==> src/rtl/thermo_pkg.sv <==
package thermo_pkg;
  localparam int unsigned CMD_W = 8;

  localparam logic [1:0] ADDR_CTRL = 2'd0;
  localparam logic [1:0] ADDR_DWR  = 2'd1;
  localparam logic [1:0] ADDR_DRD  = 2'd2;

  localparam logic [7:0] CTRL_RESET    = 8'h01;
  localparam logic [7:0] CTRL_CLK_LOW  = 8'h02;
  localparam logic [7:0] CTRL_CLK_HIGH = 8'h03;

  localparam logic [7:0] DW_HIGH    = 8'h01;
  localparam logic [7:0] DW_EN_READ = 8'h02;

  localparam logic [CMD_W-1:0] CMD_START   = 8'hEE;
  localparam logic [CMD_W-1:0] CMD_RD_CFG  = 8'hAC;
  localparam logic [CMD_W-1:0] CMD_RD_TEMP = 8'hAA;

  typedef enum logic [1:0] {
    RD_NONE = 2'd0,
    RD_CFG  = 2'd1,
    RD_TEMP = 2'd2
  } rd_kind_e;
endpackage

==> src/rtl/thermo_sensor.sv <==
module thermo_sensor
  import thermo_pkg::*;
#(
  parameter int unsigned CFG_W  = 8,
  parameter int unsigned TEMP_W = 9,
  parameter int unsigned POS_W  = 5,
  parameter logic [CFG_W-1:0]  CFG_INIT  = '0,
  parameter logic [TEMP_W-1:0] TEMP_INIT = '0
) (
  input  logic             clk_i,
  input  logic             rst_ni,
  input  logic [POS_W-1:0] pos_i,
  input  rd_kind_e         kind_i,
  output logic             bit_o
);
  logic [CFG_W-1:0]  cfg_q, cfg_sh;
  logic [TEMP_W-1:0] temp_q, temp_sh;

  // sensor registers: loaded on reset, held afterwards
  always_ff @(posedge clk_i or negedge rst_ni) begin
    if (!rst_ni) begin
      cfg_q  <= CFG_INIT;
      temp_q <= TEMP_INIT;
    end else begin
      cfg_q  <= cfg_q;
      temp_q <= temp_q;
    end
  end

  assign cfg_sh  = cfg_q >> pos_i;
  assign temp_sh = temp_q >> pos_i;

  always_comb begin
    unique case (kind_i)
      RD_CFG:  bit_o = cfg_sh[0];
      RD_TEMP: bit_o = temp_sh[0];
      default: bit_o = 1'b0;
    endcase
  end
endmodule

==> src/rtl/thermo_engine.sv <==
module thermo_engine
  import thermo_pkg::*;
#(
  parameter int unsigned DACC_W = 16,
  parameter int unsigned CFG_W  = 8,
  parameter int unsigned TEMP_W = 9,
  parameter int unsigned POS_W  = 5
) (
  input  logic              clk_i,
  input  logic              rst_ni,
  input  logic              ctrl_we_i,
  input  logic              dwr_we_i,
  input  logic              rd_we_i,
  input  logic [7:0]        wdata_i,
  output logic [POS_W-1:0]  pos_o,
  output rd_kind_e          kind_o,
  output logic [DACC_W-1:0] dacc_o
);
  localparam int unsigned CPOS_W = $clog2(CMD_W + 1);

  logic [CMD_W-1:0]  cmd_q, cmd_nx;
  logic [CPOS_W-1:0] cpos_q;
  logic [DACC_W-1:0] dacc_q;
  logic [POS_W-1:0]  pos_q;
  logic              clk_low_q;
  logic              cmd_done, bit_high;

  assign cmd_done = (cpos_q == CPOS_W'(CMD_W));
  assign bit_high = (wdata_i == DW_HIGH);
  assign cmd_nx   = bit_high ? (cmd_q | (CMD_W'(1) << cpos_q)) : cmd_q;

  always_comb begin
    kind_o = RD_NONE;
    if (cmd_done) begin
      if (cmd_q == CMD_RD_CFG)  kind_o = RD_CFG;
      if (cmd_q == CMD_RD_TEMP) kind_o = RD_TEMP;
    end
  end

  always_ff @(posedge clk_i or negedge rst_ni) begin
    if (!rst_ni) begin
      cmd_q     <= '0;
      cpos_q    <= '0;
      dacc_q    <= '0;
      pos_q     <= '0;
      clk_low_q <= 1'b0;
    end else if (ctrl_we_i) begin
      if (wdata_i == CTRL_RESET) begin
        cmd_q  <= '0;
        cpos_q <= '0;
        dacc_q <= '0;
        pos_q  <= '0;
      end else if (wdata_i == CTRL_CLK_LOW) begin
        clk_low_q <= 1'b1;
      end else if (wdata_i == CTRL_CLK_HIGH) begin
        clk_low_q <= 1'b0;
      end
    end else if (dwr_we_i) begin
      if (wdata_i == DW_EN_READ) begin
        pos_q <= '0;
      end else if (clk_low_q) begin
        if (!cmd_done) begin
          if (cpos_q == CPOS_W'(CMD_W - 1) && cmd_nx == CMD_START) begin
            cmd_q  <= '0;
            cpos_q <= '0;
            dacc_q <= '0;
            pos_q  <= '0;
          end else begin
            cmd_q  <= cmd_nx;
            cpos_q <= cpos_q + 1'b1;
          end
        end else if (pos_q < POS_W'(DACC_W)) begin
          if (bit_high) dacc_q <= dacc_q | (DACC_W'(1) << pos_q);
          pos_q <= pos_q + 1'b1;
        end
      end
    end else if (rd_we_i && kind_o != RD_NONE) begin
      // stream ends once the last bit of the selected register is out
      if ((kind_o == RD_CFG  && pos_q >= POS_W'(CFG_W - 1)) ||
          (kind_o == RD_TEMP && pos_q >= POS_W'(TEMP_W - 1))) begin
        cmd_q  <= '0;
        cpos_q <= '0;
        dacc_q <= '0;
        pos_q  <= '0;
      end else begin
        pos_q <= pos_q + 1'b1;
      end
    end
  end

  assign pos_o  = pos_q;
  assign dacc_o = dacc_q;
endmodule

==> src/rtl/thermo_bridge.sv <==
module thermo_bridge
  import thermo_pkg::*;
#(
  parameter int unsigned N_SENS    = 4,
  parameter int unsigned CFG_W     = 8,
  parameter int unsigned TEMP_W    = 9,
  parameter int unsigned DACC_W    = 16,
  parameter logic [7:0]  CFG_INIT  = 8'h02,
  parameter int unsigned TEMP_DEGC = 22
) (
  input  logic              clk_i,
  input  logic              rst_ni,
  input  logic              wr_en_i,
  input  logic              rd_en_i,
  input  logic [1:0]        addr_i,
  input  logic [7:0]        wdata_i,
  output logic [N_SENS-1:0] rdata_o,
  output logic              rvalid_o,
  output logic              unk_o,
  output logic [7:0]        mux_sel_o,
  output logic [DACC_W-1:0] wr_data_o
);
  localparam int unsigned POS_W = $clog2(DACC_W + 1);
  localparam logic [TEMP_W-1:0] TEMP_INIT = TEMP_W'(TEMP_DEGC * 2);

  logic              ctrl_we, dwr_we, rd_any, rd_we;
  logic [POS_W-1:0]  pos;
  rd_kind_e          kind;
  logic [N_SENS-1:0] bits;

  assign ctrl_we = wr_en_i && (addr_i == ADDR_CTRL);
  assign dwr_we  = wr_en_i && (addr_i == ADDR_DWR);
  assign rd_any  = rd_en_i && !wr_en_i;
  assign rd_we   = rd_any && (addr_i == ADDR_DRD);

  thermo_engine #(
    .DACC_W(DACC_W), .CFG_W(CFG_W), .TEMP_W(TEMP_W), .POS_W(POS_W)
  ) u_engine (
    .clk_i    (clk_i),
    .rst_ni   (rst_ni),
    .ctrl_we_i(ctrl_we),
    .dwr_we_i (dwr_we),
    .rd_we_i  (rd_we),
    .wdata_i  (wdata_i),
    .pos_o    (pos),
    .kind_o   (kind),
    .dacc_o   (wr_data_o)
  );

  for (genvar g = 0; g < N_SENS; g++) begin : g_sens
    thermo_sensor #(
      .CFG_W(CFG_W), .TEMP_W(TEMP_W), .POS_W(POS_W),
      .CFG_INIT(CFG_W'(CFG_INIT)), .TEMP_INIT(TEMP_INIT)
    ) u_sens (
      .clk_i (clk_i),
      .rst_ni(rst_ni),
      .pos_i (pos),
      .kind_i(kind),
      .bit_o (bits[g])
    );
  end

  always_ff @(posedge clk_i or negedge rst_ni) begin
    if (!rst_ni) begin
      rdata_o   <= '0;
      rvalid_o  <= 1'b0;
      unk_o     <= 1'b0;
      mux_sel_o <= '0;
    end else begin
      rvalid_o <= rd_any;
      unk_o    <= rd_we && (kind == RD_NONE);
      rdata_o  <= (rd_we && kind != RD_NONE) ? bits : '0;
      if (dwr_we) mux_sel_o <= wdata_i;
    end
  end
endmodule

==> config.mk <==
export PLATFORM = sky130hd
export DESIGN_NAME = thermo_bridge
export DESIGN_NICKNAME = d
export VERILOG_FILES = /design/src/rtl/thermo_pkg.sv /design/src/rtl/thermo_sensor.sv /design/src/rtl/thermo_engine.sv /design/src/rtl/thermo_bridge.sv
export SDC_FILE = /design/constraint.sdc
export NUM_CORES = 1
export LEC_CHECK = 0
export BUFFER_PORTS_ARGS = -buffer_cell sky130_fd_sc_hd__buf_2
export CAP_MARGIN = 0
export CORE_UTILIZATION = 61
export DETAILED_ROUTE_END_ITERATION = 8
export MAX_ROUTING_LAYER = met4
export PLACE_DENSITY = 0.85
export SYNTH_ARGS = -nofsm -noshare
export SYNTH_HDL_FRONTEND = slang
export SYNTH_SLANG_ARGS = --single-unit
==> constraint.sdc <==
create_clock -name clk_i -period 6.2 [get_ports clk_i]
set_input_delay 0.31 -clock clk_i [delete_from_list [all_inputs] [get_ports clk_i]]
set_output_delay 0.31 -clock clk_i [all_outputs]
set_load 0.03 [all_outputs]
# Word-level counts from Yosys, hierarchy flattened
# Index checks and enable logic that the tools add are counted.
[totals]
out_inout_bits = 30
in_bits = 14
regBits = 48
elab_cells = 111
[op_classes]
n_addsub = 2
bitwise = 3
shifts = 4
n_reduce_logical = 21
muxes = 47
n_lt_le_gt_ge = 3
n_eq_ne = 22
[ops]
columns = ["op", "count"]
rows = [
  ["$mux W16", 11],
  ["$mux W8", 10],
  ["$mux W5", 10],
  ["$mux W4", 10],
  ["$eq A8 B8 Y1 const B", 3],
  ["$eq A8 B2 Y1 const B", 2],
  ["$or A16 B16 Y16", 1],
  ["$shl A1 B5 Y16 const A", 1],
  ["$logic_and A1 B1 Y1", 9],
  ["$ne A3 B3 Y1 const B", 3],
  ["$eq A8 B1 Y1 const B", 1],
  ["$ne A4 B2 Y1 const B", 2],
  ["$or A8 B8 Y8", 1],
  ["$reduce_and A8 Y1", 1],
  ["$shl A1 B4 Y8 const A", 1],
  ["$reduce_and A6 Y1", 1],
  ["$reduce_bool A3 Y1", 2],
  ["$shr A6 B5 Y1 const A", 1],
  ["$add A5 B1 Y5 const B", 1],
  ["$ge A5 B3 Y1 const B", 1],
  ["$ge A5 B4 Y1 const B", 1],
  ["$lt A5 B5 Y1 const B", 1],
  ["$ne A5 B2 Y1 const B", 1],
  ["$ne A5 B5 Y1 const B", 1],
  ["other kinds (19)", 26],
]

# Logic depth before layout (Yosys ltp)
[logic_depth]
depth_word = 11
depth_mapped = 16
mapped_depth_nobuf = 13

# Hierarchy
# From an unflattened synthesis, not the netlist that was laid out.
[unflattened]
hier_cells = 261
hier_area_um2 = 2767.7
[by_module_without_submodules]
columns = ["mod", "n_inst", "seq_area_each_um2", "cells_per_inst", "area_per_inst_um2"]
rows = [
  ["thermo_engine", 1, 850.8, 199, 1978.1],
  ["thermo_bridge", 1, 350.3, 34, 549.3],
  ["thermo_sensor", 4, 0.0, 7, 60.1],
]

# Least setup slack after synthesis
# No wires, ideal clock.
[synth_timing]
kind = "reg-to-reg"
from = "reg u_engine.cpos_q[0]"
to = "reg u_engine.cpos_q[2]"
setup_ns = 0.083
t_arrival_ns = 3.218
required_time_ns = 6.117
stages_incl_launch_ff = 16
period_less_slack_ns = 3.301
setup_slack_ns = 2.899
path_buffers = 3
path_cell_list = "dfrtp_1 inv_1 ha_1 and3b_1 clkbuf_1 buf_2 nand4_1 nor3b_1 ha_1 nand2_1 o211ai_1 a21bo_2 or2_2 clkbuf_1 or4_1 o21ai_0"
[synth_via]
elab_chain_len = 11
elab_cells_between_ends = 26
cone_classes = "1 x add/sub; 6 x eq/ne; 1 x shift; 8 x mux; 1 x bitwise; 9 x reduce/logical"
[synth_lines]
columns = ["element", "line", "rtl"]
rows = [
  ["start: declaration", "thermo_engine.sv:22", "logic [CPOS_W-1:0] cpos_q;"],
  ["start signal: assignment", "thermo_engine.sv:70", "cpos_q <= cpos_q + 1'b1;"],
  ["$shl A1 B4 Y8", "thermo_engine.sv:30", "assign cmd_nx = bit_high ? (cmd_q | (CMD_W'(1) << cpos_q)) : cmd_q;"],
  ["$or A8 B8 Y8", "thermo_engine.sv:30", ""],
  ["$mux W8", "thermo_engine.sv:30", ""],
  ["$eq A8 B8 Y1", "thermo_engine.sv:63", "if (cpos_q == CPOS_W'(CMD_W - 1) && cmd_nx == CMD_START) begin"],
  ["$logic_and A1 B1 Y1", "thermo_engine.sv:63", ""],
  ["$mux W4", "thermo_engine.sv:63", ""],
  ["$mux W4", "thermo_engine.sv:62", "if (!cmd_done) begin"],
  ["$mux W4", "thermo_engine.sv:61", "end else if (clk_low_q) begin"],
  ["$mux W4", "thermo_engine.sv:59", "if (wdata_i == DW_EN_READ) begin"],
  ["$mux W4", "thermo_engine.sv:58", "end else if (dwr_we_i) begin"],
  ["$mux W4", "thermo_engine.sv:47", "end else if (ctrl_we_i) begin"],
]
# Several ways; a longest one is shown, not always the timed one. The select of a mux whose other input is x is not followed.
# A chain may end at the register's enable or synchronous reset.

# Worst setup path after layout
[layout_timing]
from = "reg u_engine.cpos_q[0]"
to = "reg u_engine.dacc_q[6] (netlist: u_engine.dacc_o[6])"
[layout_via]
elab_chain_len = 7
elab_cells_between_ends = 26
cone_classes = "8 x eq/ne; 1 x shift; 7 x mux; 1 x bitwise; 9 x reduce/logical"
[layout_lines]
columns = ["element", "line", "rtl"]
rows = [
  ["$shl A1 B4 Y8 / $eq A4 B4 Y1 (equally long branches)", "thermo_engine.sv:30, thermo_engine.sv:28", ""],
  ["$or A8 B8 Y8 / $mux W2 (equally long branches)", "thermo_engine.sv:30, thermo_engine.sv:34", ""],
  ["$mux W8, or another cell as far along", "thermo_engine.sv:30", ""],
  ["$eq A8 B8 Y1, or another cell as far along", "thermo_engine.sv:63", ""],
  ["$logic_and A1 B1 Y1 / $logic_or A1 B1 Y1 (equally long branches)", "thermo_engine.sv:63, thermo_engine.sv:79", ""],
  ["$ne A4 B2 Y1 (no line) / $reduce_bool A3 Y1 (equally long branches)", "-", ""],
  ["$reduce_and A8 Y1 (no line)", "-", ""],
  ["end signal: assignment", "thermo_engine.sv:73", "if (bit_high) dacc_q <= dacc_q | (DACC_W'(1) << pos_q);"],
  ["end: declaration", "thermo_engine.sv:23", "logic [DACC_W-1:0] dacc_q;"],
]
# Several ways; a longest one is shown, not always the timed one. The select of a mux whose other input is x is not followed.

==> results.tsv <==
stage	metric	value	unit
status	status	completed	
layout	share of layout cells above drive strength 1	0.221	
synth	Synth area leaders	dfrtp_1 41%, ha_1 6.9%, nand2_1 4.9%, inv_1 4.1%, nor2_1 2.7%	
synth	most numerous cell in the Yosys netlist	dfrtp_1	
global_routing	largest net degree at the start of global routing	46	
die	Die X	68.9	um
layout	fin area	0.00302	mm^2
synth	Mean Syn Cell Area	9.72	um^2
global_routing	vias in the first global route	2021	
synth	Synth cell types	57	
clock_tree	root buffer cell	clkbuf_8	
synth	EDFF count, synth	0	
global_routing	initial antenna violation count	0	
die	core area	0.00414	mm^2
setup_path	CP required	6410	ps
die	die area	0.00475	mm^2
layout	nets@finish	345	
sta	Slew Viols, Final	0	
setup_path	CP Cell Sequence	inv_1 > ha_1 > and3b_1 > nand4_1 > nor3b_1 > ha_1 > nand2_1 > o211ai_1 > a21bo_2 > nor4b_2 > o211ai_2 > a211oi_1	
setup_path	Crit Path Class	reg2reg	
route	Remaining DRCs	0	
clock_tree	Worst-Skew Late Latency	310	ps
sta	slew of the pin with the lowest slew margin	1090	ps
sta	setup_tns	0	ps
die	Rows	23	
clock_tree	Post-CTS Setup Repair Bufs	0	
synth	yosys synthesis warning count	0	
clock_tree	Post-CTS Hold Buffers	0	
clock_tree	cells resized by post-CTS repair	0	
sta	Fmax	0.252	GHz
die	chip height	68.9	um
sta	post-route minimum period	3970	ps
route	wire length per cell	16.0	um
synth	sequential fraction of the synthesis area	0.412	
layout	filler cell count in the final layout	332	
synth	Post-synth top cells	45 x dfrtp_1, 36 x nand2_1, 30 x inv_1, 20 x nor2_1, 15 x ha_1	
setup_path	CP Buf/Inv Count	1	
global_routing	Total GRT Usage	0.285	
sta	slew margin rel.	0.269	
power_and_ir_drop	static leakage	1.37	nW
sta	Clock Skew	7.86	ps
global_routing	first-pass GRT wire length	9.58	mm
synth	Synth area leader	dfrtp_1	
placed_design	I/O Buffers	43	
setup_path	Critical Path Slowest Stage Cell	and3b_1	
route	initial DRC count	155	
layout	diodes inserted	0	
clock_tree	CTS tree	done	
route	drt total wl	5.88	mm
synth	Synth Register Bits	45	
clock_tree	Sink Count	45	
placed_design	Area after DPL	0.00291	mm^2
clock_tree	H-tree level count	2	
synth	Synth async-reset ratio	1.00	
die	Initial Util	0.659	
setup_path	Setup crit end kind	register	
route	DR vias	2211	
route	Routed Antenna Nets	0	
clock_tree	CTS Buffer Depth	2	
setup_path	crit-path max cell delay	730	ps
setup_path	critical path's top delay family	simple AND/OR/NAND/NOR gates	
synth	post-synth top area share	0.412	
clock_tree	TritonCTS buffer count	5	
placed_design	hpwl dp	4.31	mm
layout	Layout area overhead	10.7	%
route	vias per cell	6.02	
setup_path	Crit path top cell by count	ha_1	
sta	final worst-path cycle share	0.641	
layout	utilization after layout	0.730	
placed_design	GPL Wtd Cong	0.866	
worst_hold_path	worst hold path type	in2async	
global_routing	grt total ovfl	0	
synth	Mapped Nets	310	
flow_run	Max Cap Violations	0	
synth	top_reg_cell synth	dfrtp_1	
power_and_ir_drop	PwrDens	268	mW/mm^2
clock_tree	clock slew at reported path FFs	90	ps
sta	RSZ-0062 raised after global routing	false	
route	drt pass-1 iters	4	
sta	Final Hold Fails	0	
setup_path	Worst EP arrival	4190	ps
synth	mapped cell area	0.00273	mm^2
die	IO Pins	44	
sta	final setup fails	0	
setup_path	CP Launch Type	register	
synth	Synth Instances	281	
power_and_ir_drop	Max IR drop VDD	0.165	mV
setup_path	crit-path max FO	24	
[per-layer routing]
metal,wire (um),global-route usage
met1,2740,0.386
met5,0,-
met3,318,0.0592
met2,2740,0.432
met4,83,0.0765
[final timing paths]
check / start / cells past startpoint / slack, ps / to
setup / recovery: u_engine.cpos_q[0]$_DFFE_PN0P_ / 12 / 2230 / u_engine.dacc_o[6]$_DFFE_PN0P_
hold / removal: rst_ni / 1 / 160 / u_engine.dacc_o[11]$_DFFE_PN0P_
setup reg to reg: u_engine.cpos_q[0]$_DFFE_PN0P_ / 12 / 2230 / u_engine.dacc_o[6]$_DFFE_PN0P_
hold reg to reg: mux_sel_o[6]$_DFFE_PN0P_ / 2 / 470 / mux_sel_o[6]$_DFFE_PN0P_
max in group asynchronous: rst_ni / 1 / 5450 / u_engine.dacc_o[3]$_DFFE_PN0P_
min in group clk_i: wr_en_i / 2 / 210 / rvalid_o$_DFF_PN0_
[stage by stage]
step	cells	setup WS (ps)	hold slack (ps)	power, mW
2_1_floorplan	281	2900	14.4	0.521
3_3_place_gp	359	2580	452	0.582
3_5_place_dp	359	2330	457	0.587
4_1_cts	367	2290	201	0.810
5_1_grt	367	1900	201	0.856
6_report	367	2230	162	0.811
[cells by family (layout without fill, tap and decap cells)]
logic type | Yosys count | after routing | synth area share
DFF | 45 | 45 | 0.412
AOI/OAI and AO/OA | 68 | 68 | 0.206
adders and majority gates | 15 | 15 | 0.0687
buffers and inverters | 45 | 81 | 0.0783
and+or+nand+nor | 103 | 103 | 0.215
muxes | 5 | 5 | 0.0197
[report_power, final]
| part | internal (mW) | total, mW | switching [mW] | leakage, nW |
|---|---|---|---|---|
| Combinational | 0.0745 | 0.217 | 0.143 | 0.729 |
| Sequential | 0.326 | 0.368 | 0.0422 | 0.591 |
| Clock | 0.121 | 0.226 | 0.105 | 0.0543 |
| Total | 0.521 | 0.811 | 0.290 | 1.37 |
[placed cells by master, fill, tap and decap left out, types with 3 or more instances in the layout]
cell type | netlist | final
dfrtp_1 | 45 | 45
nand4_1 | 3 | 3
inv_1 | 30 | 30
a31oi_1 | 3 | 3
o211ai_2 | 3 | 3
a21oi_1 | 9 | 9
o21a_1 | 6 | 6
o21ai_0 | 7 | 7
nor4_1 | 7 | 7
clkbuf_8 | 0 | 5
buf_2 | 3 | 43
a211oi_1 | 8 | 8
and3b_1 | 3 | 3
nor3_1 | 3 | 3
nand2_1 | 36 | 36
mux2_2 | 3 | 3
a211oi_2 | 4 | 4
o2111ai_1 | 7 | 7
and2_1 | 3 | 3
nand3_1 | 6 | 6
ha_1 | 15 | 15
nor2b_1 | 3 | 3
o2bb2ai_1 | 3 | 3
nor2_1 | 20 | 20
[sequential cells by signal, indices dropped and copies added (netlist names)]
register and cells:
u_engine.pos_o 5, rdata_o 1, unk_o 1, u_engine.cmd_q 8, u_engine.clk_low_q 1, u_engine.cpos_q 4
u_engine.dacc_o 16, mux_sel_o 8, rvalid_o 1
[worst reg2reg max path: stages (launching register included)]
cell,delay [ps]
dfrtp_1,440
inv_1,100
ha_1,210
and3b_1,730
nand4_1,190
nor3b_1,340
ha_1,240
nand2_1,60
o211ai_1,230
a21bo_2,300
nor4b_2,520
o211ai_2,230
a211oi_1,280
[cell type report]
type | instances | area, um^2 | share of cell area
sequential | 45 | 1130 | 0.372
timing repair buffer | 43 | 215 | 0.0712
multi-input combinational | 191 | 1390 | 0.460
inverter | 30 | 113 | 0.0372
clock buffer | 5 | 68.8 | 0.0228
clock inverter | 3 | 46.3 | 0.0153
tap | 50 | 62.6 | 0.0207
No activity file was read; power rests on OpenSTA's default activity.
